$ cat config.mk
export PLATFORM = sky130hd
export DESIGN_NAME = static_order_bus_ctrl
export DESIGN_NICKNAME = d
export VERILOG_FILES = /design/src/rtl/sogc_pkg.sv /design/src/rtl/sogc_list_mem.sv /design/src/rtl/sogc_seq.sv /design/src/rtl/sogc_grant_out.sv /design/src/rtl/static_order_bus_ctrl.sv
export SDC_FILE = /design/constraint.sdc
export NUM_CORES = 1
export LEC_CHECK = 0
export BUFFER_PORTS_ARGS = -buffer_cell sky130_fd_sc_hd__buf_2
export CAP_MARGIN = 20
export CORE_MARGIN = 10
export CORE_UTILIZATION = 25
export CTS_CLUSTER_SIZE = 25
export DETAILED_ROUTE_END_ITERATION = 8
export GPL_TIMING_DRIVEN = 1
export SLEW_MARGIN = 10
export SYNTH_ARGS = -nofsm -noshare
export SYNTH_HDL_FRONTEND = slang
export SYNTH_SLANG_ARGS = --single-unit
$ cat constraint.sdc
create_clock -name clk -period 2.35 [get_ports clk]
set_clock_uncertainty 0.1 [all_clocks]
set_input_delay 0.235 -clock clk [delete_from_list [all_inputs] [get_ports clk]]
set_output_delay 0.235 -clock clk [all_outputs]
set_load 0.03 [all_outputs]
$ cat src/rtl/sogc_pkg.sv
package sogc_pkg;
  typedef enum logic {
    SEQ_IDLE = 1'b0,
    SEQ_RUN  = 1'b1
  } seq_state_e;
endpackage

$ cat src/rtl/sogc_list_mem.sv
module sogc_list_mem #(
  parameter int DEPTH  = 16,
  parameter int PID_W  = 2,
  parameter int ADDR_W = 16,
  parameter int IDX_W  = 4
) (
  input  logic              clk,
  input  logic              rst_n,
  input  logic              wr_en,
  input  logic [IDX_W-1:0]  wr_idx,
  input  logic [PID_W-1:0]  wr_proc,
  input  logic [ADDR_W-1:0] wr_addr,
  input  logic              wr_dir,
  input  logic [IDX_W-1:0]  rd_idx,
  output logic [PID_W-1:0]  rd_proc,
  output logic [ADDR_W-1:0] rd_addr,
  output logic              rd_dir
);
  localparam int ENT_W = PID_W + ADDR_W + 1;

  logic [ENT_W-1:0] ent_q [DEPTH];

  // one register slot per entry, each with its own decoded write enable
  for (genvar g = 0; g < DEPTH; g++) begin : g_slot
    logic slot_en;
    assign slot_en = wr_en && (wr_idx == IDX_W'(g));
    always_ff @(posedge clk or negedge rst_n) begin
      if (!rst_n)       ent_q[g] <= '0;
      else if (slot_en) ent_q[g] <= {wr_proc, wr_addr, wr_dir};
    end
  end

  logic [ENT_W-1:0] rd_ent;
  always_comb begin
    rd_ent = '0;
    if (32'(rd_idx) < DEPTH) rd_ent = ent_q[rd_idx];
  end

  assign {rd_proc, rd_addr, rd_dir} = rd_ent;
endmodule

$ cat src/rtl/sogc_seq.sv
module sogc_seq
  import sogc_pkg::*;
#(
  parameter int IDX_W = 4
) (
  input  logic             clk,
  input  logic             rst_n,
  input  logic             start,
  input  logic             stop,
  input  logic             release_in,
  input  logic [IDX_W-1:0] last_entry,
  output logic             running,
  output logic             run_nxt,
  output logic [IDX_W-1:0] ptr_nxt,
  output logic             load_ok
);
  seq_state_e       st_q, st_d;
  logic [IDX_W-1:0] ptr_q, ptr_d;
  logic [IDX_W-1:0] last_q, last_d;
  logic             rel_q;
  logic             rel_rise;

  assign rel_rise = release_in && !rel_q;

  always_comb begin
    st_d   = st_q;
    ptr_d  = ptr_q;
    last_d = last_q;
    unique case (st_q)
      SEQ_IDLE: begin
        if (start && !stop) begin
          st_d   = SEQ_RUN;
          ptr_d  = '0;
          last_d = last_entry;
        end
      end
      SEQ_RUN: begin
        if (stop) begin
          st_d = SEQ_IDLE;
        end else if (rel_rise) begin
          ptr_d = (ptr_q == last_q) ? '0 : ptr_q + 1'b1;
        end
      end
      default: st_d = SEQ_IDLE;
    endcase
  end

  always_ff @(posedge clk or negedge rst_n) begin
    if (!rst_n) begin
      st_q   <= SEQ_IDLE;
      ptr_q  <= '0;
      last_q <= '0;
      rel_q  <= 1'b0;
    end else begin
      st_q   <= st_d;
      ptr_q  <= ptr_d;
      last_q <= last_d;
      rel_q  <= release_in;
    end
  end

  assign running = (st_q == SEQ_RUN);
  assign run_nxt = (st_d == SEQ_RUN);
  assign ptr_nxt = ptr_d;
  assign load_ok = (st_q == SEQ_IDLE);
endmodule

$ cat src/rtl/sogc_grant_out.sv
module sogc_grant_out #(
  parameter int NUM_PROC = 4,
  parameter int PID_W    = 2,
  parameter int ADDR_W   = 16
) (
  input  logic                clk,
  input  logic                rst_n,
  input  logic                run_nxt,
  input  logic [PID_W-1:0]    ent_proc,
  input  logic [ADDR_W-1:0]   ent_addr,
  input  logic                ent_dir,
  output logic [NUM_PROC-1:0] grant,
  output logic [PID_W-1:0]    grant_idx,
  output logic                grant_vld,
  output logic [ADDR_W-1:0]   mem_addr,
  output logic                mem_wr
);
  logic [NUM_PROC-1:0] grant_d;
  logic [PID_W-1:0]    idx_d;
  logic [ADDR_W-1:0]   addr_d;
  logic                dir_d;
  logic                upd;

  for (genvar g = 0; g < NUM_PROC; g++) begin : g_dec
    assign grant_d[g] = run_nxt && (ent_proc == PID_W'(g));
  end

  assign idx_d  = run_nxt ? ent_proc : '0;
  assign addr_d = run_nxt ? ent_addr : '0;
  assign dir_d  = run_nxt && ent_dir;

  // registers move only while running or while dropping out of a run
  assign upd = run_nxt || grant_vld;

  always_ff @(posedge clk or negedge rst_n) begin
    if (!rst_n) begin
      grant     <= '0;
      grant_idx <= '0;
      grant_vld <= 1'b0;
      mem_addr  <= '0;
      mem_wr    <= 1'b0;
    end else if (upd) begin
      grant     <= grant_d;
      grant_idx <= idx_d;
      grant_vld <= run_nxt;
      mem_addr  <= addr_d;
      mem_wr    <= dir_d;
    end
  end
endmodule

$ cat src/rtl/static_order_bus_ctrl.sv
module static_order_bus_ctrl #(
  parameter int NUM_PROC   = 4,
  parameter int LIST_DEPTH = 16,
  parameter int ADDR_W     = 16,
  localparam int PID_W = (NUM_PROC > 1) ? $clog2(NUM_PROC) : 1,
  localparam int IDX_W = (LIST_DEPTH > 1) ? $clog2(LIST_DEPTH) : 1
) (
  input  logic                clk,
  input  logic                rst_n,
  input  logic                load_en,
  input  logic [IDX_W-1:0]    load_idx,
  input  logic [PID_W-1:0]    load_proc,
  input  logic [ADDR_W-1:0]   load_addr,
  input  logic                load_wr,
  input  logic [IDX_W-1:0]    last_entry,
  input  logic                start,
  input  logic                stop,
  input  logic                release_in,
  output logic                busy,
  output logic [NUM_PROC-1:0] grant,
  output logic [PID_W-1:0]    grant_idx,
  output logic                grant_vld,
  output logic [ADDR_W-1:0]   mem_addr,
  output logic                mem_wr
);
  logic             run_nxt;
  logic [IDX_W-1:0] ptr_nxt;
  logic             load_ok;
  logic [PID_W-1:0] ent_proc;
  logic [ADDR_W-1:0] ent_addr;
  logic             ent_dir;

  sogc_seq #(.IDX_W(IDX_W)) seq_i (
    .clk        (clk),
    .rst_n      (rst_n),
    .start      (start),
    .stop       (stop),
    .release_in (release_in),
    .last_entry (last_entry),
    .running    (busy),
    .run_nxt    (run_nxt),
    .ptr_nxt    (ptr_nxt),
    .load_ok    (load_ok)
  );

  sogc_list_mem #(
    .DEPTH (LIST_DEPTH),
    .PID_W (PID_W),
    .ADDR_W(ADDR_W),
    .IDX_W (IDX_W)
  ) list_i (
    .clk     (clk),
    .rst_n   (rst_n),
    .wr_en   (load_en && load_ok),
    .wr_idx  (load_idx),
    .wr_proc (load_proc),
    .wr_addr (load_addr),
    .wr_dir  (load_wr),
    .rd_idx  (ptr_nxt),
    .rd_proc (ent_proc),
    .rd_addr (ent_addr),
    .rd_dir  (ent_dir)
  );

  sogc_grant_out #(
    .NUM_PROC(NUM_PROC),
    .PID_W   (PID_W),
    .ADDR_W  (ADDR_W)
  ) out_i (
    .clk       (clk),
    .rst_n     (rst_n),
    .run_nxt   (run_nxt),
    .ent_proc  (ent_proc),
    .ent_addr  (ent_addr),
    .ent_dir   (ent_dir),
    .grant     (grant),
    .grant_idx (grant_idx),
    .grant_vld (grant_vld),
    .mem_addr  (mem_addr),
    .mem_wr    (mem_wr)
  );
endmodule

; Yosys cells after proc, flatten, opt, wreduce, memory -nomap -nowiden
; Cells that the tools add are included.
[op_classes]
add_sub_neg = 1
magnitude_cmp = 1
n_eq_ne = 19
mux = 13
n_bitwise = 2
n_reduce_logical = 30
[ops]
columns = operator, count
row1 = 19-bit binary-select mux with 4-bit select, 1
row2 = 19-bit two-way mux, 2
row3 = 4-bit == test (second input constant), 8
row4 = 1-bit logical AND, 24
row5 = 4-bit by 3-bit == test with 1-bit output (second input constant), 4
row6 = 16-bit two-way mux, 1
row7 = 4-bit two-way mux, 4
row8 = 4-bit by 2-bit == test with 1-bit output (second input constant), 2
row9 = 4-bit case mux with 2 select lines, 1
row10 = 5-bit greater-or-equal comparator (second input constant), 1
row11 = 4-bit NOT with 5-bit output, 1
row12 = 4-bit by 1-bit adder with 4-bit output (second input constant), 1
row13 = 2-bit == test (second input constant), 2
row14 = 4-bit by 1-bit == test with 1-bit output (second input constant), 1
row15 = 4-bit == test, 1
row16 = 4-bit logical NOT, 1
row17 = 2-bit by 1-bit == test with 1-bit output (second input constant), 1
row18 = 1-bit logical NOT, 2
row19 = 2-bit logical NOT, 1
row20 = 1-bit two-way mux, 2
row21 = 2-bit two-way mux, 1
row22 = 1-bit case mux with 2 select lines, 1
row23 = 2-bit AND reduction, 1
row24 = 1-bit logical OR, 1
row25 = 1-bit NOT, 1
[totals]
register_bits = 338
inputBits = 33
out_inout_bits = 25
wordCells = 91

; Logic depth before layout (Yosys ltp)
[depth]
word_depth = 11
mapped_depth = 12
ltp_nobuf = 9

; Modules after synthesis
; From an unflattened synthesis, not the netlist that was laid out.
[hier_totals]
hier_cells = 941
area_unflattened_um2 = 15142.0
[modules_own_cells]
columns = module, instances, cells_each, area_per_inst_um2, seq_area_each_um2
row1 = sogc_list_mem, 1, 834, 13714.4, 7607.3
row2 = sogc_grant_out, 1, 57, 885.8, 600.6
row3 = sogc_seq, 1, 49, 535.5, 250.2
row4 = static_order_bus_ctrl, 1, 1, 6.3, 0.0

; Least setup slack after synthesis
; Ideal clock, no wire load.
[synth_path]
path_kind = register to register
from = reg seq_i.st_q (netlist: seq_i.running)
to = reg out_i.grant[0]
setup_ps = 131
arrival_time_ps = 2296
required_time_ps = 2119
slack_ps = -177
stages_incl_launch_ff = 11
n_path_buf = 2
period_less_slack_ps = 2527
cell_sequence = dfrtp_1 buf_2 and4bb_2 nor2_2 a32oi_4 inv_2 buf_4 a221oi_2 a21oi_1 a222oi_1 o21ai_1
[synth_between]
elab_chain_len = 8
[synth_lines]
columns = element, line_no
row1 = "start, declared", sogc_seq.sv:17  ; seq_state_e st_q, st_d;
row2 = "start signal, assigned", sogc_seq.sv:55  ; st_q <= st_d;
row3 = 1-bit NOT (no source line), -
row4 = 4-bit case mux with 2 select lines, sogc_seq.sv:29  ; unique case (st_q)
row5 = 4-bit NOT with 5-bit output (not written as such), sogc_list_mem.sv:36  ; if (32'(rd_idx) < DEPTH) rd_ent = ent_q[rd_idx];
row6 = 19-bit binary-select mux with 4-bit select, sogc_list_mem.sv:36
row7 = 19-bit two-way mux (not written as such) (2 in a row), sogc_list_mem.sv:36
row8 = 2-bit logical NOT, sogc_grant_out.sv:25  ; assign grant_d[g] = run_nxt && (ent_proc == PID_W'(g));
row9 = 1-bit logical AND, sogc_grant_out.sv:25
row10 = "end signal, assigned", sogc_grant_out.sv:43  ; grant <= grant_d;
row11 = "end, declared", sogc_grant_out.sv:12  ; output logic [NUM_PROC-1:0] grant,
; Parallel ways exist; a longest one is shown, timed or not. The select of a mux whose other input is x is not followed.
; A chain may end at the register's enable or synchronous reset.

; Worst setup path after layout
[layout_path]
from = reg seq_i.ptr_q[1]
to = reg out_i.mem_addr[15]
[layout_between]
elab_chain_len = 10
[layout_lines]
columns = element, line_no
row1 = "start, declared", sogc_seq.sv:18  ; logic [IDX_W-1:0] ptr_q, ptr_d;
row2 = "start signal, assigned", sogc_seq.sv:56  ; ptr_q <= ptr_d;
row3 = 4-bit by 1-bit adder with 4-bit output / 4-bit == test (equally long branches), sogc_seq.sv:41  ; ptr_d = (ptr_q == last_q) ? '0 : ptr_q + 1'b1;
row4 = 4-bit two-way mux, sogc_seq.sv:41
row5 = 4-bit two-way mux, sogc_seq.sv:40  ; end else if (rel_rise) begin
row6 = 4-bit two-way mux, sogc_seq.sv:38  ; if (stop) begin
row7 = 4-bit case mux with 2 select lines (*), sogc_seq.sv:29
row8 = 4-bit NOT with 5-bit output (not written as such) (*), sogc_list_mem.sv:36
row9 = 19-bit binary-select mux with 4-bit select (*), sogc_list_mem.sv:36
row10 = 19-bit two-way mux (not written as such) (*) (2 in a row), sogc_list_mem.sv:36
row11 = 16-bit two-way mux (*), sogc_grant_out.sv:29  ; assign addr_d = run_nxt ? ent_addr : '0;
row12 = "end signal, assigned", sogc_grant_out.sv:46  ; mem_addr <= addr_d;
row13 = "end, declared", sogc_grant_out.sv:15  ; output logic [ADDR_W-1:0] mem_addr,
; Every way passes the cells marked *; elsewhere a longest branch is shown, timed or not. The select of a mux whose other input is x is not followed.

==> flow_summary.json <==
{
  "outcome": "finished, violations left",
  "violations": "setup timing",
  "cts_buffers": 36,
  "nets": 1527,
  "antenna_found_initial": 3,
  "initial_utilization_pct": 25.2,
  "hold_path_class": "primary input to flip-flop",
  "setup_viol": 23,
  "stdcell_area_um2": 19500,
  "power.leakage_nw": 8.66,
  "async_flop_share_pct": 100,
  "die_area_um2": 72100,
  "timing.fmax_mhz": 402,
  "grt_usage_pct": 12.2,
  "wl_um": 45800,
  "drtPass1Iterations": 5,
  "postPlaceCellArea_um2": 17300,
  "yosysSeqAreaShare_pct": 54.8,
  "fp-row-count": 91,
  "cp_max_fo": 9,
  "port_buffers": 57,
  "synth_seq_cells": 338,
  "synth_edf_count": 0,
  "via_count": 11281,
  "grt_max_degree": 98,
  "die_w_um": 268,
  "path_buf_inv": 2,
  "cpMaxStageDelayCell": "dfrtp_2",
  "synth_area_leader_cell": "dfrtp_1",
  "hold_violations": 0,
  "swShare_pct": 29.9,
  "path_cells": "xnor2_2 -> nand4_2 -> buf_6 -> a21oi_2 -> a2bb2oi_2 -> nand2_2 -> nor2_4 -> buf_12 -> a32oi_1 -> o211ai_1",
  "core_um2": 61400,
  "area_growth_syn_to_layout_pct": 26.1,
  "synth_nets": 1387,
  "maxSlewHeadroom_pct": 63.1,
  "rsz0062_at_grt": "true",
  "drc": 0,
  "critPathTopFamily": "compound AO/OA/AOI/OAI gates",
  "finalPower_mw": 18.5,
  "drive_above_1_share_pct": 40.7,
  "setup_ws_ns": -0.135,
  "ys_types": 51,
  "p_clk_share_pct": 31.3,
  "seqPwrFrac_pct": 43.2,
  "peakVddDrop_mv": 0.505,
  "startpoint_type": "flip-flop",
  "root_buffer": "clkbuf_16",
  "synthFlopType": "dfrtp_1",
  "yosys_warnings": 0,
  "internal_power_mw": 12.9,
  "netlist.area_leader.share_pct": 54.8,
  "cap_violations": 0,
  "max_stage_delay_ns": 0.44,
  "wl_per_cell_um": 19.8,
  "avgViaCountPerCell": 4.88,
  "p_per_area_nw_per_um2": 949,
  "path_clk_slew_ns": 0.06,
  "cp-end-kind": "flip-flop",
  "fp.dieH_um": 268,
  "worstMarginPinSlew_ns": 0.554,
  "combPwrFrac_pct": 25.5,
  "gp_congestion": 0.774,
  "cp.required_ns": 2.69,
  "period_minus_slack_ns": 2.48,
  "fill_cells": 6088,
  "cts_sinks": 338,
  "multi_input_area_um2": 6830,
  "syn-mean-instance-area_um2": 11.4,
  "drv_slew": 0,
  "ant_nets": 0,
  "syn_inst": 1353,
  "layout_common_cells": "336 x dfrtp_1, 313 x nand2_1, 308 x mux2_2",
  "cts_tree": "built",
  "grt_pass1_wl_um": 68900,
  "synth_area_um2": 15400,
  "grt_pass1_vias": 11481,
  "arrival_ns": 2.82,
  "synth_area_leaders": "dfrtp_1 55%, mux2_2 22%, nand2_1 7.7%",
  "cts_max_level": 2,
  "ioPinCount": 58,
  "clk-insertion-delay-late_ns": 0.53,
  "place_hpwl_um": 27100,
  "drt-initial-drc-count": 737,
  "criticalPathCategory": "flip-flop to flip-flop",
  "final_common_cell": "dfrtp_1",
  "seqCellArea_um2": 8460,
  "p_sw_mw": 5.52,
  "overflow": 0,
  "finalCritPeriodShare_pct": 106,
  "clockBufferDepth": 3
}
-- path summary, 6_finish.rpt --
path,startpoint,end,slack (ns),depth (start not counted)
worst max-delay path,seq_i.ptr_q[1]$_DFF_PN0_,out_i.mem_addr[15]$_DFFE_PN0P_,-0.13,10
worst min-delay path,load_proc[0],list_i.ent_q[226]$_DFFE_PN0P_,0.06,2
worst max register to register,seq_i.ptr_q[1]$_DFF_PN0_,out_i.mem_addr[15]$_DFFE_PN0P_,-0.13,10
worst min register to register,list_i.ent_q[295]$_DFFE_PN0P_,list_i.ent_q[295]$_DFFE_PN0P_,0.40,1
max in group asynchronous,rst_n,list_i.ent_q[38]$_DFFE_PN0P_,1.20,3
min in group asynchronous,rst_n,list_i.ent_q[134]$_DFFE_PN0P_,0.08,2
-- power by group through the flow --
stage          logic (mW)  clock network, mW  registers (mW)
2_1_floorplan        2.50                  0            8.09
3_3_place_gp         4.06                  0            8.00
3_5_place_dp         4.17                  0            8.06
4_1_cts              4.58               5.90            7.97
5_1_grt              5.15               6.14            8.14
6_report             4.71               5.78            7.98
-- timing repair --
item | in CTS | in global routing
endpoints found under the setup margin | 23 | 23
pin swaps | 22 | 12
resized for setup | 60 | 25
buffers inserted | 16 | 10
endpoints found under the hold margin | 344 | 0
gates cloned | 4 | 6
hold buffers | 8 | 0
-- state kept, by name, indices dropped and copies added (netlist names) --
name and flops:
out_i.grant 4, seq_i.last_q 4, seq_i.running 1, out_i.grant_idx 2, list_i.ent_q 304, seq_i.ptr_q 4, out_i.grant_vld 1, out_i.mem_wr 1
seq_i.rel_q 1, out_i.mem_addr 16
-- cell families after synthesis --
logic type | count (synthesis) | synth area share, %
AND/OR/NAND/NOR | 498 | 14.2
AO/OA/AOI/OAI | 99 | 5.22
multiplexers | 309 | 22.5
XOR/XNOR | 4 | 0.324
adder cells (fa/ha/maj) | 1 | 0.0810
buffers and inverters | 104 | 2.84
flip-flops | 338 | 54.8
-- synth_stat cells (3+ instances only) --
cell type and number:
nor2_1 9, inv_1 3, a21oi_1 7, mux2_2 308
buf_1 9, nand3_1 126, nor3b_1 3, a311oi_1 17
dfrtp_1 338, clkbuf_1 60, o2111ai_1 4, a31oi_1 18
buf_4 4, a32oi_1 18, a21o_1 3, buf_2 26
nor2b_1 5, o211ai_1 17, nand2_1 316, nand2b_1 4
and3_1 20
-- final cells by class --
cell class                 instances  area share (%)
multi-input combinational        911            35.1
inverter                           5           0.148
tap                              790            5.08
clock inverter                     7           0.399
antenna                            2          0.0257
clock buffer                      57            5.82
sequential                       338            43.5
timing repair buffer             201            9.93
-- stage by stage --
step / setup TNS (ns) / setup slack (ns) / hold WS, ns / std cells / util (%)
final: -2.26 / -0.135 / 0.0612 / 2311 / 31.7
after global placement: -3.76 / -0.233 / 0.0421 / 2202 / 28.2
after global routing: -4.58 / -0.240 / 0.0794 / 2309 / 31.7
after detailed placement: -5.07 / -0.335 / 0.0457 / 2202 / 28.2
after floorplan: -0.419 / -0.0868 / -0.161 / 1353 / -
after CTS: -0.556 / -0.0525 / 0.0376 / 2294 / 31.2
-- per-layer routing --
| layer | GRT usage (%) | vias to the layer above | share of wire (%) |
|---|---|---|---|
| li1 | - | 5056 | - |
| met1 | 16.2 | 5846 | 44 |
| met2 | 20.5 | 305 | 48 |
| met3 | 1.82 | 72 | 5.4 |
| met4 | 3.23 | 2 | 2.1 |
| met5 | 0 | - | 0.015 |
Note: power is estimated with default switching activity, not from simulation.
